File: config.mk
export PLATFORM = sky130hd
export DESIGN_NAME = jc_pulse_gen
export DESIGN_NICKNAME = d
export VERILOG_FILES = /design/src/rtl/jc_pkg.sv /design/src/rtl/jc_twisted_ring.sv /design/src/rtl/jc_strobe_decode.sv /design/src/rtl/jc_pulse_gen.sv
export SDC_FILE = /design/constraint.sdc
export NUM_CORES = 1
export LEC_CHECK = 0
export CORE_AREA = 5 5 42 44
export CTS_CLUSTER_SIZE = 14
export DETAILED_ROUTE_END_ITERATION = 8
export DIE_AREA = 0 0 47 49
export PLACE_DENSITY_LB_ADDON = 0.2
export SLEW_MARGIN = 40
export SYNTH_ARGS = -nofsm -noshare
export SYNTH_HDL_FRONTEND = slang
export SYNTH_SLANG_ARGS = --single-unit
File: constraint.sdc
create_clock -name clk -period 0.8 [get_ports clk]
set_input_delay 0.16 -clock clk [delete_from_list [all_inputs] [get_ports clk]]
set_output_delay 0.16 -clock clk [all_outputs]
set_load 0.005 [all_outputs]
File: src/rtl/jc_pkg.sv
package jc_pkg;
  // Number of strobe phases produced by a twisted ring of the given length.
  function automatic int unsigned phase_count(input int unsigned stages);
    return 2 * stages;
  endfunction
endpackage

File: src/rtl/jc_twisted_ring.sv
module jc_twisted_ring #(
  parameter int unsigned STAGES = 3
) (
  input  logic              clk,
  input  logic              rst,
  output logic [STAGES-1:0] ring_q
);
  logic [STAGES-1:0] ring_d;

  // Inverted tail feeds the head; every other stage copies its neighbour.
  always_comb begin
    ring_d[0] = ~ring_q[STAGES-1];
    for (int unsigned k = 1; k < STAGES; k++) begin
      ring_d[k] = ring_q[k-1];
    end
  end

  always_ff @(posedge clk) begin
    if (rst) ring_q <= '0;
    else     ring_q <= ring_d;
  end
endmodule

File: src/rtl/jc_strobe_decode.sv
module jc_strobe_decode #(
  parameter int unsigned STAGES = 3,
  localparam int unsigned PHASES = jc_pkg::phase_count(STAGES)
) (
  input  logic [STAGES-1:0] ring_q,
  output logic [PHASES-1:0] strobe
);
  for (genvar k = 0; k < STAGES; k++) begin : g_pair
    logic lead;
    if (k == 0) begin : g_head
      assign lead = ~ring_q[STAGES-1];
    end else begin : g_body
      assign lead = ring_q[k-1];
    end
    // Rising front of the ones pattern, then its complement.
    assign strobe[k]        = lead & ~ring_q[k];
    assign strobe[STAGES+k] = ~lead & ring_q[k];
  end
endmodule

File: src/rtl/jc_pulse_gen.sv
module jc_pulse_gen #(
  parameter int unsigned STAGES = 3,
  localparam int unsigned PHASES = jc_pkg::phase_count(STAGES)
) (
  input  logic              clk,
  input  logic              rst,
  output logic [PHASES-1:0] strobe_o,
  output logic [STAGES-1:0] stage_o
);
  logic [STAGES-1:0] ring_q;

  jc_twisted_ring #(.STAGES(STAGES)) u_ring (
    .clk    (clk),
    .rst    (rst),
    .ring_q (ring_q)
  );

  jc_strobe_decode #(.STAGES(STAGES)) u_dec (
    .ring_q (ring_q),
    .strobe (strobe_o)
  );

  assign stage_o = ring_q;
endmodule

==> flow_summary.json <==
{
  "path_class": "flip-flop to output port",
  "wl_per_cell_um": 8.83,
  "synthTopCellsByArea": "dfxtp_1, nor2b_1, nor2_1, and2_1",
  "synth_top_area_share": 0.539,
  "synth_fa_ha_area_frac": 0,
  "largest_reg_flops": 3,
  "worst_skew_pair.late_latency_ns": 0.23,
  "multi_input_area_um2": 71.3,
  "status": "finished with violations",
  "vdd_drop_max_uv": 536,
  "cts_tree": "done",
  "largest-register": "u_ring.ring_q",
  "ys_seq_elements": 3,
  "avgViaCountPerCell": 3.20,
  "yosysTopAreaCell": "dfxtp_1",
  "seq_area_frac_synth": 0.539,
  "whs_ns": 0.487,
  "wirelength_um": 406,
  "vias": 147,
  "hold_viol_final": 0,
  "synth_simple_gate_area_frac": 0.461,
  "cts_hold_buffers": 0,
  "yosysMostFrequentCell": "nor2b_1",
  "ys_types": 4,
  "setup_viol": 9,
  "leakagePower_nw": 0.150,
  "fmax_mhz": 985,
  "grt_use_total": 0.0493,
  "synthArstFlopShare": 0,
  "clk_pin_slew_ns": 0.04,
  "p_per_area_nw_per_um2": 1710,
  "place_area_um2": 231,
  "grt_overflow": 0,
  "p_clk_frac": 0.503,
  "hold_depth": 2,
  "synthTopCellsByCount": "nor2b_1, dfxtp_1, nor2_1",
  "synth_top_family_by_area": "simple AND/OR/NAND/NOR gates",
  "die_x_um": 47,
  "cp-end-kind": "output port",
  "p_int_mw": 0.406,
  "synthCells": 12,
  "finalCriticalPeriod_ns": 1.02,
  "synth_mux_area_frac": 0,
  "maxSlewViolCount": 0,
  "port_buffers": 10,
  "p_total_mw": 0.523,
  "synth_warnings": 0,
  "reg2reg_slack_ns": 0.07,
  "synthFlopType": "dfxtp_1",
  "violations": "setup timing",
  "worst_ep_required_time_ns": 0.64,
  "initial_utilization": 0.0795,
  "coreArea_um2": 1400,
  "finalInstanceArea_um2": 307,
  "fin_crit_sh": 1.27,
  "layout-drive-gt1-share": 0.733,
  "synthXorXnorAreaFrac": 0,
  "numCtsBuffers": 3,
  "cts.path.max_buffers": 2,
  "sw_frac_of_total": 0.224,
  "worstMarginPinSlew_ns": 0.0983,
  "routabilityCongestion": 0.720,
  "maxCapViolations": 0,
  "synth_nets": 14,
  "max-slew-margin-rel": 0.934,
  "post-place-ws_ns": -0.404,
  "synth_edf_count": 0,
  "fill_cells": 167,
  "antenna_left": 0,
  "firstDrtPassIters": 2,
  "pin_count": 11,
  "htree_levels": 1,
  "post-route-drc-count": 0,
  "r2r_cells": 3,
  "min_to": "u_ring.ring_q[0]",
  "combPwrFrac": 0.173,
  "grt_start_max_net_pins": 7,
  "cts-root-buf": "clkbuf_4",
  "syn_avg_cell_area_um2": 9.28,
  "syn_to_final_growth_pct": 175,
  "die_h_um": 49,
  "rsz0062_at_grt": "true",
  "grt_pass1_vias": 153,
  "worst_setup_path_start_kind": "flip-flop",
  "path_max_fanout": 5,
  "final-seq-area_um2": 71.3,
  "syn_area_um2": 111,
  "dieArea_um2": 2300,
  "drt_iter0_markers": 3,
  "rows": 14,
  "r2r-start": "u_ring.ring_q[2]",
  "crit_arrival_ns": 0.86,
  "synth-compound-area-share": 0,
  "r2r-end": "u_ring.ring_q[0]",
  "final_nets": 33,
  "fin_skew_ns": 0.00233,
  "antennaDiodeCount": 0,
  "p_seq_frac": 0.324,
  "grt_pass1_wl_um": 717,
  "top_regs": "u_ring.ring_q (3)",
  "switching_power_mw": 0.117,
  "setup_slack_ns": -0.216,
  "finalSetupTns_ns": -1.77,
  "clock_sinks": 3,
  "holdCritPathClass": "input port to flip-flop",
  "hold_start": "rst",
  "antenna_found_initial": 0
}
[how the worst max path moves through the flow]
stage / startpoint / endpoint / slack [ns] / depth (start not counted)
2_1_floorplan: u_ring.ring_q[2] / strobe_o[5] / 0.1 / 1
3_3_place_gp: u_ring.ring_q[1] / strobe_o[2] / -0.40 / 2
3_5_place_dp: u_ring.ring_q[1] / strobe_o[4] / -0.40 / 2
4_1_cts: u_ring.ring_q[2] / strobe_o[0] / -0.24 / 3
5_1_grt: u_ring.ring_q[2] / strobe_o[0] / -0.27 / 3
6_report: u_ring.ring_q[2] / strobe_o[0] / -0.22 / 3
[kinds of logic (layout without fill, tap and decap cells)]
group | count (synthesis) | in the layout
simple gates | 9 | 9
flops | 3 | 3
buf+inv | 0 | 18
[layout by cell type (no fill, tap or decap)]
| cell | instances |
|---|---|
| and2_4 | 1 |
| buf_2 | 4 |
| buf_4 | 3 |
| buf_6 | 5 |
| clkbuf_1 | 1 |
| clkbuf_4 | 3 |
| clkdlybuf4s50_1 | 1 |
| dfxtp_4 | 3 |
| dlygate4sd2_1 | 1 |
| nor2_1 | 1 |
| nor2_4 | 1 |
| nor2b_1 | 4 |
| nor2b_2 | 1 |
| nor2b_4 | 1 |
[critical path: stages (launching register included)]
cell and delay (ns):
dfxtp_4 0.35, buf_6 0.12, nor2_4 0.07, buf_6 0.09
[final cells by class]
| type | count | area share |
|---|---|---|
| repair buffers | 14 | 0.384 |
| flip-flops and latches | 3 | 0.233 |
| multi-input cells | 9 | 0.233 |
| clock buffers | 4 | 0.0857 |
| well taps | 16 | 0.0653 |
[timing repair]
item | in CTS | in global routing
resized for setup | 43 | 6
endpoints found under the setup margin | 9 | 9
pin swaps | 1 | 1
setup buffers | 3 | 1
endpoints found under the hold margin | 0 | 0
[through the flow]
step / util / cells
6_report: 0.219 / 46
4_1_cts: 0.195 / 45
3_3_place_gp: 0.165 / 38
3_5_place_dp: 0.165 / 38
2_1_floorplan: - / 12
5_1_grt: 0.219 / 46
[metal layers]
layer / track usage / vias up / routed length [um]
li1: - / 74 / -
met1: 0.0504 / 62 / 185
met2: 0.0475 / 11 / 147
met3: 0.0517 / 0 / 73
met4: 0.0553 / 0 / 0
met5: 0 / - / 0
[power by group through the flow]
stage	Sequential (mW)	Clock, mW	Combinational [mW]
floorplan	0.171	0	0.0171
global placement	0.171	0	0.0738
detailed placement	0.173	0	0.0728
CTS	0.168	0.283	0.0734
global route	0.172	0.299	0.0992
finish	0.170	0.263	0.0904
No activity file was read; power rests on OpenSTA's default activity.
